`config.mk`:
```
export PLATFORM = sky130hd
export DESIGN_NAME = lsu_lane_align
export DESIGN_NICKNAME = d
export VERILOG_FILES = /design/src/rtl/lsu_align_pkg.sv /design/src/rtl/lsu_size_decode.sv /design/src/rtl/lsu_store_steer.sv /design/src/rtl/lsu_load_extend.sv /design/src/rtl/lsu_lane_align.sv
export SDC_FILE = /design/constraint.sdc
export NUM_CORES = 1
export LEC_CHECK = 0
export ABC_AREA = 1
export CORE_MARGIN = 2
export CORE_UTILIZATION = 51
export CTS_CLUSTER_SIZE = 28
export DETAILED_ROUTE_END_ITERATION = 6
export DONT_BUFFER_PORTS = 1
export PLACE_DENSITY = 0.73
export SLEW_MARGIN = 10
export SYNTH_ARGS = -nofsm -noshare
export SYNTH_HDL_FRONTEND = slang
export SYNTH_SLANG_ARGS = --single-unit
```
`constraint.sdc`:
```
create_clock -name clk -period 3.7 [get_ports clk]
set_clock_uncertainty 0.2 [all_clocks]
set_input_delay 0.37 -clock clk [delete_from_list [all_inputs] [get_ports clk]]
set_output_delay 0.37 -clock clk [all_outputs]
set_load 0.005 [all_outputs]
```
`src/rtl/lsu_align_pkg.sv`:
```
package lsu_align_pkg;
    localparam int unsigned XLEN  = 32;
    localparam int unsigned OFS_W = 12;
    localparam int unsigned RIX_W = 5;
    localparam int unsigned NLANE = XLEN / 8;
    localparam int unsigned LO_W  = $clog2(NLANE);

    typedef enum logic [1:0] {
        SZ_BYTE = 2'd0,
        SZ_HALF = 2'd1,
        SZ_WORD = 2'd2,
        SZ_NONE = 2'd3
    } acc_size_e;

    typedef struct packed {
        logic             valid;
        logic [2:0]       f3;
        logic [LO_W-1:0]  lo;
        logic [RIX_W-1:0] rd;
    } load_pend_t;
endpackage

```
`src/rtl/lsu_size_decode.sv`:
```
module lsu_size_decode
    import lsu_align_pkg::*;
(
    input  logic              is_store,
    input  logic [2:0]        f3,
    input  logic [LO_W-1:0]   lo,
    output acc_size_e         size,
    output logic              bad_code,
    output logic              bad_align,
    output logic [NLANE-1:0]  lanes
);
    always_comb begin
        size = SZ_NONE;
        case (f3)
            3'b000:  size = SZ_BYTE;
            3'b001:  size = SZ_HALF;
            3'b010:  size = SZ_WORD;
            3'b100:  size = is_store ? SZ_NONE : SZ_BYTE;
            3'b101:  size = is_store ? SZ_NONE : SZ_HALF;
            default: size = SZ_NONE;
        endcase
        bad_code = (size == SZ_NONE);
        case (size)
            SZ_BYTE: begin
                lanes     = 4'b0001 << lo;
                bad_align = 1'b0;
            end
            SZ_HALF: begin
                lanes     = 4'b0011 << {lo[1], 1'b0};
                bad_align = lo[0];
            end
            SZ_WORD: begin
                lanes     = 4'b1111;
                bad_align = |lo;
            end
            default: begin
                lanes     = '0;
                bad_align = 1'b0;
            end
        endcase
    end
endmodule

```
`src/rtl/lsu_store_steer.sv`:
```
module lsu_store_steer
    import lsu_align_pkg::*;
(
    input  acc_size_e        size,
    input  logic [XLEN-1:0]  src,
    output logic [XLEN-1:0]  lane_data
);
    always_comb begin
        case (size)
            SZ_BYTE: lane_data = {NLANE{src[7:0]}};
            SZ_HALF: lane_data = {(NLANE/2){src[15:0]}};
            default: lane_data = src;
        endcase
    end
endmodule

```
`src/rtl/lsu_load_extend.sv`:
```
module lsu_load_extend
    import lsu_align_pkg::*;
(
    input  logic [XLEN-1:0]  word,
    input  logic [2:0]       f3,
    input  logic [LO_W-1:0]  lo,
    output logic [XLEN-1:0]  result
);
    logic [XLEN-1:0] shifted;

    always_comb begin
        shifted = word >> {lo, 3'b000};
        case (f3[1:0])
            2'b00: result = {{(XLEN-8){~f3[2] & shifted[7]}}, shifted[7:0]};
            2'b01: result = {{(XLEN-16){~f3[2] & shifted[15]}}, shifted[15:0]};
            default: result = word;
        endcase
    end
endmodule

```
`src/rtl/lsu_lane_align.sv`:
```
module lsu_lane_align
    import lsu_align_pkg::*;
(
    input  logic                  clk,
    input  logic                  rst_n,
    input  logic                  req_valid,
    input  logic                  req_is_store,
    input  logic [2:0]            req_funct3,
    input  logic [XLEN-1:0]       req_base,
    input  logic [OFS_W-1:0]      req_offset,
    input  logic [XLEN-1:0]       req_wdata,
    input  logic [RIX_W-1:0]      req_rd,
    output logic                  mem_req,
    output logic                  mem_we,
    output logic [XLEN-1:0]       mem_addr,
    output logic [NLANE-1:0]      mem_be,
    output logic [XLEN-1:0]       mem_wdata,
    input  logic [XLEN-1:0]       mem_rdata,
    output logic                  misaligned,
    output logic                  illegal,
    output logic                  rf_we,
    output logic [RIX_W-1:0]      rf_waddr,
    output logic [XLEN-1:0]       rf_wdata
);
    logic [XLEN-1:0]   eff_addr;
    acc_size_e         size;
    logic              bad_code;
    logic              bad_align;
    logic [NLANE-1:0]  lanes;
    logic              accept;
    load_pend_t        pend_d, pend_q;

    assign eff_addr = req_base + {{(XLEN-OFS_W){req_offset[OFS_W-1]}}, req_offset};

    lsu_size_decode u_dec (
        .is_store  (req_is_store),
        .f3        (req_funct3),
        .lo        (eff_addr[LO_W-1:0]),
        .size      (size),
        .bad_code  (bad_code),
        .bad_align (bad_align),
        .lanes     (lanes)
    );

    lsu_store_steer u_steer (
        .size      (size),
        .src       (req_wdata),
        .lane_data (mem_wdata)
    );

    lsu_load_extend u_ext (
        .word   (mem_rdata),
        .f3     (pend_q.f3),
        .lo     (pend_q.lo),
        .result (rf_wdata)
    );

    always_comb begin
        accept     = req_valid && !bad_code && !bad_align;
        mem_req    = accept;
        mem_we     = req_is_store;
        mem_addr   = {eff_addr[XLEN-1:LO_W], {LO_W{1'b0}}};
        mem_be     = accept ? lanes : '0;
        illegal    = req_valid && bad_code;
        misaligned = req_valid && !bad_code && bad_align;

        pend_d       = pend_q;
        pend_d.valid = accept && !req_is_store && (req_rd != '0);
        if (accept && !req_is_store) begin
            pend_d.f3 = req_funct3;
            pend_d.lo = eff_addr[LO_W-1:0];
            pend_d.rd = req_rd;
        end
    end

    always_ff @(posedge clk) begin
        if (!rst_n) pend_q <= '0;
        else        pend_q <= pend_d;
    end

    assign rf_we    = pend_q.valid;
    assign rf_waddr = pend_q.rd;

    // a flagged access must not reach memory
    assert_fault_blocks_req_R5: assert property (@(posedge clk) disable iff (!rst_n)
        (misaligned || illegal) |-> (!mem_req && mem_be == '0));

    // the two flags are mutually exclusive
    assert_flags_exclusive_R6: assert property (@(posedge clk) disable iff (!rst_n)
        !(misaligned && illegal));

    // byte requests enable exactly one lane
    assert_byte_one_lane_R2: assert property (@(posedge clk) disable iff (!rst_n)
        (mem_req && req_funct3[1:0] == 2'b00) |-> ($countones(mem_be) == 1));

    // halfword requests enable two lanes
    assert_half_two_lanes_R3: assert property (@(posedge clk) disable iff (!rst_n)
        (mem_req && req_funct3[1:0] == 2'b01) |-> ($countones(mem_be) == 2));

    // an accepted load with a nonzero destination writes back next cycle
    assert_load_writes_R8: assert property (@(posedge clk) disable iff (!rst_n)
        (mem_req && !mem_we && req_rd != '0) |=> (rf_we && rf_waddr == $past(req_rd)));

    // no write to register zero
    assert_no_zero_write_R11: assert property (@(posedge clk) disable iff (!rst_n)
        rf_we |-> (rf_waddr != '0));

    // no write-back after a store or a flagged request
    assert_no_spurious_wb_R12: assert property (@(posedge clk) disable iff (!rst_n)
        (!mem_req || mem_we) |=> !rf_we);
endmodule

```
# Yosys cells after proc, flatten, opt, wreduce, memory -nomap -nowiden

Cells that the tools add are included.
W data, S select, Z words.

RAM bits: 0
Memories kept: 0
Word-level logic and storage cells: 41
Output and inout bits: 110
Register bits after elaboration: 11
Bits in read-only memories: 0
Latch bits: 0

Reduce and logical (&&, ||, !) cells: 14
$lt $le $gt $ge: 0
$add $sub $neg: 1
Divide/modulo/power cells: 0
Bitwise operators: 3
Shift operators: 3
Equality and inequality tests: 8
Multiply operators: 0
Muxes and demuxes: 8

Operators with widths:

| kind                  | number |
|---|---|
| $pmux W32 S2          | 2 |
| $add A32 B32 Y32      | 1 |
| $shr A32 B5 Y16       | 1 |
| $pmux W4 S3           | 1 |
| $pmux W2 S5           | 1 |
| $eq A3 B3 Y1 const B  | 2 |
| $logic_and A1 B1 Y1   | 6 |
| $reduce_bool A5 Y1    | 1 |
| $eq A2 B1 Y1 const B  | 2 |
| $eq A2 B2 Y1 const B  | 2 |
| $logic_not A2 Y1      | 2 |
| $mux W2               | 2 |
| $mux W4               | 1 |
| $shl A1 B2 Y4 const A | 1 |
| $shl A2 B2 Y4 const A | 1 |
| $eq A3 B1 Y1 const B  | 1 |
| $eq A3 B2 Y1 const B  | 1 |
| $logic_not A1 Y1      | 3 |
| $logic_not A3 Y1      | 1 |
| $and A1 B1 Y1         | 2 |
| $pmux W1 S2           | 1 |
| $reduce_or A2 Y1      | 1 |
| $not A1 Y1            | 1 |

# Depth between registers and ports, before layout

Gate-level depths: netlist of the first run.

Depth in word-level cells: 8
Gate-level depth with buffers: 13
Depth with buffers taken out: 12

# By module

A second synthesis of the first run with hierarchy kept.

Cell total of the unflattened synthesis: 892
Area, all modules: 4551.9 um^2

Modules (own cells, without submodules):

| module          | sequential area each (um^2) | cells each | area an instance (um^2) | times used |
|---|---|---|---|---|
| lsu_lane_align  | 220.2                       | 595        | 3090.5                  | 1 |
| lsu_load_extend | 0.0                         | 174        | 843.3                   | 1 |
| lsu_store_steer | 0.0                         | 87         | 434.2                   | 1 |
| lsu_size_decode | 0.0                         | 36         | 183.9                   | 1 |

# Least setup slack after synthesis of the first run

No wires, ideal clock.

Path kind: input to output
From: input port req_base[0]
To: output port mem_addr[28]
Slack: 1.389 ns
Arrival: 1.741 ns
Data required time: 3.130 ns
Stages: 12
Cells stage by stage: ha_1 > inv_1 > fa_1 > inv_1 > nand3_1 > nand3_1 > nand3_1 > nand3_1 > nand2_1 > nand3_1 > nand2_1 > buf_4

Longest elaborated chain between the ends: 1

RTL lines:

| item               | RTL line             | text |
|---|---|---|
| start: declaration | lsu_lane_align.sv:9  | `input logic [XLEN-1:0] req_base,` |
| $add A32 B32 Y32   | lsu_lane_align.sv:33 | `assign eff_addr = req_base + {{(XLEN-OFS_W){req_offset[OFS_W-1]}}, req_offset};` |
| end: declaration   | lsu_lane_align.sv:15 | `output logic [XLEN-1:0] mem_addr,` |

Every way passes these cells.

# Final worst setup path of the first run

From: register pend_q[5] (netlist bit)
To: output port rf_wdata[28]

Longest elaborated chain between the ends: 3
Elaborated cells between the ends (all ways): 4

RTL lines:

| item                                    | RTL line                                     | text |
|---|---|---|
| start: declaration                      | lsu_lane_align.sv:31                         | `load_pend_t pend_d, pend_q;` |
| start signal: assignment                | lsu_lane_align.sv:78                         | `else pend_q <= pend_d;` |
| $shr A32 B5 Y16 *                       | lsu_load_extend.sv:12                        | `shifted = word >> {lo, 3'b000};` |
| $and A1 B1 Y1, on equally long branches | lsu_load_extend.sv:15, lsu_load_extend.sv:14 |  |
| $pmux W32 S2 *                          | lsu_load_extend.sv:13                        | `case (f3[1:0])` |
| end: declaration                        | lsu_lane_align.sv:23                         | `output logic [XLEN-1:0] rf_wdata` |

Every way passes the cells marked *; elsewhere a longest branch is shown, timed or not.

==> results of run 1 <==
-- worst min-delay path by stage --
stage	start	slack (ns)	endpoint
6_report	rst_n	0.06	pend_q[6]
3_3_place_gp	rf_waddr[2]	0.27	rf_waddr[2]
4_1_cts	rst_n	0.07	pend_q[6]
5_1_grt	rst_n	0.06	pend_q[6]
3_5_place_dp	rf_waddr[2]	0.27	rf_waddr[2]
2_1_floorplan	rf_waddr[0]	0.24	rf_waddr[0]
-- logic make-up (layout without fill, tap and decap cells) --
family | Yosys count | in the layout | share of synthesized area (%)
AND/OR/NAND/NOR | 436 | 436 | 39.55
adder cells (fa/ha/maj) | 36 | 36 | 10.32
flip-flops | 11 | 11 | 4.965
other | 1 | 2 | 0.08455
buffers and inverters | 238 | 180 | 24.96
AO/OA/AOI/OAI | 131 | 131 | 17.15
XOR/XNOR | 15 | 15 | 2.962
-- final cells by class --
class | instances | area share [%]
Multi-Input combinational cell | 620 | 74.43
Timing Repair Buffer | 2 | 0.3589
Inverter | 174 | 15.61
Clock inverter | 1 | 0.1196
Sequential cell | 11 | 5.263
Clock buffer | 3 | 0.9868
Tap cell | 108 | 3.230
-- layout by cell type (no fill, tap or decap), types with 2 or more instances in the layout --
cell type  count
o22ai_1       14
inv_1        170
nand2_2       12
o21ai_2        5
a21oi_1       40
nand2_1      309
xor2_1        12
xnor2_1        3
inv_2          3
nor2_1        65
a31oi_1       11
clkbuf_8       3
ha_1          35
o21bai_1       3
nand3_1       36
nand4_1        5
o211ai_1      13
dfxtp_1       11
conb_1         2
nor3_1         5
o21ai_0       40
buf_4          2
-- state kept, by name, summed over array words and instances (netlist names) --
signal,count
pend_q,5
rf_waddr,5
rf_we,1
-- worst max-delay path, cell delays in order (launching register included) --
cell and delay (ns):
dfxtp_1 0.31, buf_4 0.32, inv_1 0.29, nand2_1 0.12
nand3_1 0.08, o21ai_2 0.07, nand2_1 0.10, o21ai_2 0.16
nand3_4 0.23, nand2_1 0.22
-- power by group --
part           switching [mW]  internal [mW]  total, mW
Combinational           0.429          0.204      0.633
Clock                  0.0492         0.0742      0.123
Sequential             0.0112          0.125      0.136
-- per-stage QoR --
stage	hold WS (ns)	utilization [%]
floorplan	0.2394	-
finish	0.06364	48.69
global route	0.06370	48.69
CTS	0.06643	48.66
detailed placement	0.2721	48.12
global placement	0.2701	48.12
-- metal layers --
| metal | vias up | GRT usage [%] | wire, µm | part of all wire, % |
|---|---|---|---|---|
| li1 | 2534 | - | - | - |
| met1 | 2025 | 29.24 | 5158 | 43 |
| met2 | 169 | 40.60 | 5499 | 46 |
| met3 | 21 | 6.547 | 1137 | 9.4 |
| met4 | 0 | 6.303 | 285 | 2.4 |
| met5 | - | 0 | 0 | 0 |
==> run metrics, run 1 <==
total setup buffers inserted after CTS 0; core area 0.008593 mm²; Worst R2R Path Depth 2; reg2reg start pend_q[8]; via count 4,749; final-report setup violation count 0; synthesized netlist cell count 868; layout cells sized above 1 3.699%; drt pass-1 iters 4; I/O Buffers 0; crit end category primary output; placed instance area 0.004135 mm²; worst reg2reg setup slack 2.02 ns; Placed Cells 915; I/O Pins 230; Max-Cap Viols 0; Power Density 213.3 mW/mm²; dpl ws 0.9015 ns; # fillers 967; max frequency 367.2 MHz; clk slew on worst S/H paths 0.06 ns; TritonCTS clock tree built; vias in the first global route 4,147; Worst EP required 3.13 ns; critical path data arrival time 2.15 ns; Synth top cells by count nand2_1 (309), inv_1 (170), nor2_1 (66), buf_4 (47); CP Launch Point pend_q[5]; # DRC 0; mapped cell area 0.004436 mm²; htree depth 1; Hold Path Class in -> reg; Hold Path Depth 2; Critical Path End rf_wdata[28]; outcome complete, no violations; vias per inst 5.168; average wire per standard cell 13.14 µm; PnR worst setup slack 0.9769 ns; DRT iter0 DRCs 208; Avg Cell Area, Syn 5.110 µm²; Synth Warn # 0; FF+latch area 220.2 µm²; Layout Area Growth over Synthesis -5.670%; first-pass GRT wire length 19,120 µm; CTS sink cnt 11; Tcrit/Tclk final 73.60%; distinct cell type count of the synthesized netlist 33; # diodes 0; Total GRT Usage 23.68%; ys async rst share 0%; DRT Wirelength 12,080 µm; Starting Density 51.62%; Startpoint Class flop; Detail Route Antenna Nets 0; die height 97.26 µm; # rows 34; Worst-Margin Slew 0.7651 ns; Root Buffer clkbuf_8; fin cells 919; Yosys reg bits 11; nets@finish 968; number of synthesized flops with an enable pin 0; Worst IR Drop VDD 0.09648 mV; top cells by area, synth nand2_1 (26%), inv_1 (14%), ha_1 (9.9%); setup TNS 0 ns; Setup Crit Path Kind reg -> out; max-slew violations 0; post-CTS sizing 0; reg-to-reg endpoint pend_q[8]; Die X 97.26 µm; routability cong. 0.9414; GRT overflow 0; largest net degree at the start of global routing 39; area occupied by multi-input gates 0.003114 mm²; most frequently used flop master after synthesis dfxtp_1; hpwl dp 10,420 µm; final total power 892.6 µW; static leakage 2.568 nW; Tmin final 2.723 ns; Worst Path Max Fanout 38; sequential area share after synthesis 4.965%; top-count cell post-synth nand2_1; CTS Hold Bufs 0; RSZ-0062 raised after global routing false; antenna violations before repair 0; Die ar. 0.009460 mm²; deepest clock path buffer count 2; Final Instance Area 0.004184 mm²; final hold viol count 0; CTS Buf Count 3; Rel. slew slack 48.94%; clk_lat worst skew 0.24 ns; Synth top area share 26.15%; Yosys top cell by area nand2_1
Note: power is estimated with default switching activity, not from simulation.
==> inputs of run 2 (changes only) <==
- clock period: 3.7 -> 2.62 ns (I/O delays scaled with it)
==> run 2 against run 1 <==
Effect of this change: first-iteration DRC count down 2.4%; global-route usage up 0.64 points; final area up 2.2%; critical endpoint is now rf_wdata[15]; largest cell class unchanged.
==> run metrics, run 2 (synthesis gave the netlist of run 1 again) <==
outcome complete, no violations; average wire per standard cell 13.09 µm; post-CTS sizing 0; largest net degree at the start of global routing 35; commonest non-fill, non-tap cell in the layout nand2_1; area occupied by multi-input gates 0.003112 mm²; deepest clock path buffer count 2; Worst Path Max Fanout 15; DRT Wirelength 12,180 µm; max frequency 413.2 MHz; I/O Buffers 0; I/O Pins 230; post-layout util 49.78%; Detail Route Antenna Nets 0; clk slew on worst S/H paths 0.05 ns; Startpoint Class flop; Setup Crit Path Kind reg -> out; reg-to-reg endpoint pend_q[5]; CP peak stage delay 0.39 ns; Total GRT Usage 24.33%; final-report setup violation count 0; # diodes 0; FF+latch area 220.2 µm²; routability cong. 0.9158; # fillers 947; final hold viol count 0; Hold Path Depth 2; RSZ-0062 raised after global routing false; GRT overflow 0; Critical Path, Cell by Cell inv_1 -> nor2_1 -> o21ai_2 -> nand4_1 -> o211ai_1; Starting Density 51.62%; commonest cells after routing, fill and taps aside nand2_1 (309), inv_1 (170), nor2_1 (66); vias in the first global route 4,276; final total power 1.278 mW; TritonCTS clock tree built; drt pass-1 iters 5; Hold Path Class in -> reg; Worst EP required 2.16 ns; nets@finish 979; clk_lat worst skew 0.24 ns; Final Instance Area 0.004278 mm²; Layout Area Growth over Synthesis -3.554%; static leakage 2.615 nW; hpwl dp 10,480 µm; die height 97.26 µm; CTS sink cnt 11; worst reg2reg setup slack 1.48 ns; antenna violations before repair 0; CTS Buf Count 3; vias per inst 5.182; Die ar. 0.009460 mm²; via count 4,819; Worst IR Drop VDD 0.1551 mV; # rows 34; critical path data arrival time 1.96 ns; crit end category primary output; setup TNS 0 ns; DRT iter0 DRCs 203; Slowest cell on crit path nand4_1; Root Buffer clkbuf_8; htree depth 1; Hold Path Sink pend_q[8]; placed instance area 0.004173 mm²; core area 0.008593 mm²; max-slew violations 0; Tmin final 2.420 ns; Hold Path Origin req_funct3[1]; first-pass GRT wire length 19,650 µm; layout cells sized above 1 4.015%; Max-Cap Viols 0; Worst R2R Path Depth 2; Tcrit/Tclk final 92.37%; reg2reg start pend_q[5]; Power Density 298.7 mW/mm²; Die X 97.26 µm; # DRC 0
run 2: changes by cell type in the layout (fill, tap and decap cells not counted), sizes merged:
cell,delta
dlygate4sd3,+6
buf,+5
clkbuf,+1
clkinv,-1
run 2: worst max-delay path by stage:
| stage | start | end | slack, ns |
|---|---|---|---|
| floorplan | req_base[0] | mem_addr[28] | 0.53 |
| global placement | req_base[0] | pend_q[5] | 0.41 |
| detailed placement | req_base[0] | pend_q[9] | 0.35 |
| CTS | pend_q[5] | rf_wdata[28] | 0.22 |
| global route | pend_q[5] | rf_wdata[28] | 0.08 |
| finish | pend_q[5] | rf_wdata[15] | 0.20 |
run 2: worst max-delay path, delay by kind of cell (launching register included):
family                 cells  cell delay [ns]
AND/OR/NAND/NOR            2             0.49
flip-flops                 1             0.36
AO/OA/AOI/OAI              2             0.53
buffers and inverters      1             0.34
run 2: power by group:
group	switching [mW]	leakage [nW]	internal, mW
combinational	0.618	2.50	0.299
clock	0.0683	0.0228	0.107
sequential	0.00901	0.0897	0.177
total	0.695	2.61	0.583
run 2: area by class of cell:
type                    count  area share, %
clock buffers               4          1.053
well taps                 108          3.159
inverters                 174          15.27
repair buffers             13          2.632
multi-input cells         620          72.74
flip-flops and latches     11          5.148
run 2: through the flow:
| stage | std cells | setup slack [ns] | hold WS, ns |
|---|---|---|---|
| after floorplan | 869 | 0.5252 | 0.2004 |
| after CTS | 930 | 0.2173 | 0.02115 |
| after global routing | 930 | 0.08418 | 0.04599 |
| after detailed placement | 920 | 0.3518 | 0.2057 |
| final | 930 | 0.1999 | 0.02579 |
| after global placement | 920 | 0.4129 | 0.2015 |
run 2: layer usage:
metal	share of wire [%]	GRT usage (%)	up-vias
met5	0	0	-
met2	47	42.68	204
met3	10	6.835	21
li1	-	-	2549
met1	41	29.62	2045
met4	1.7	5.342	0
run 2: repair_timing:
action,CTS,global route
hold buffers,6,0
endpoints found under the hold margin,10,0
buffers inserted,0,0
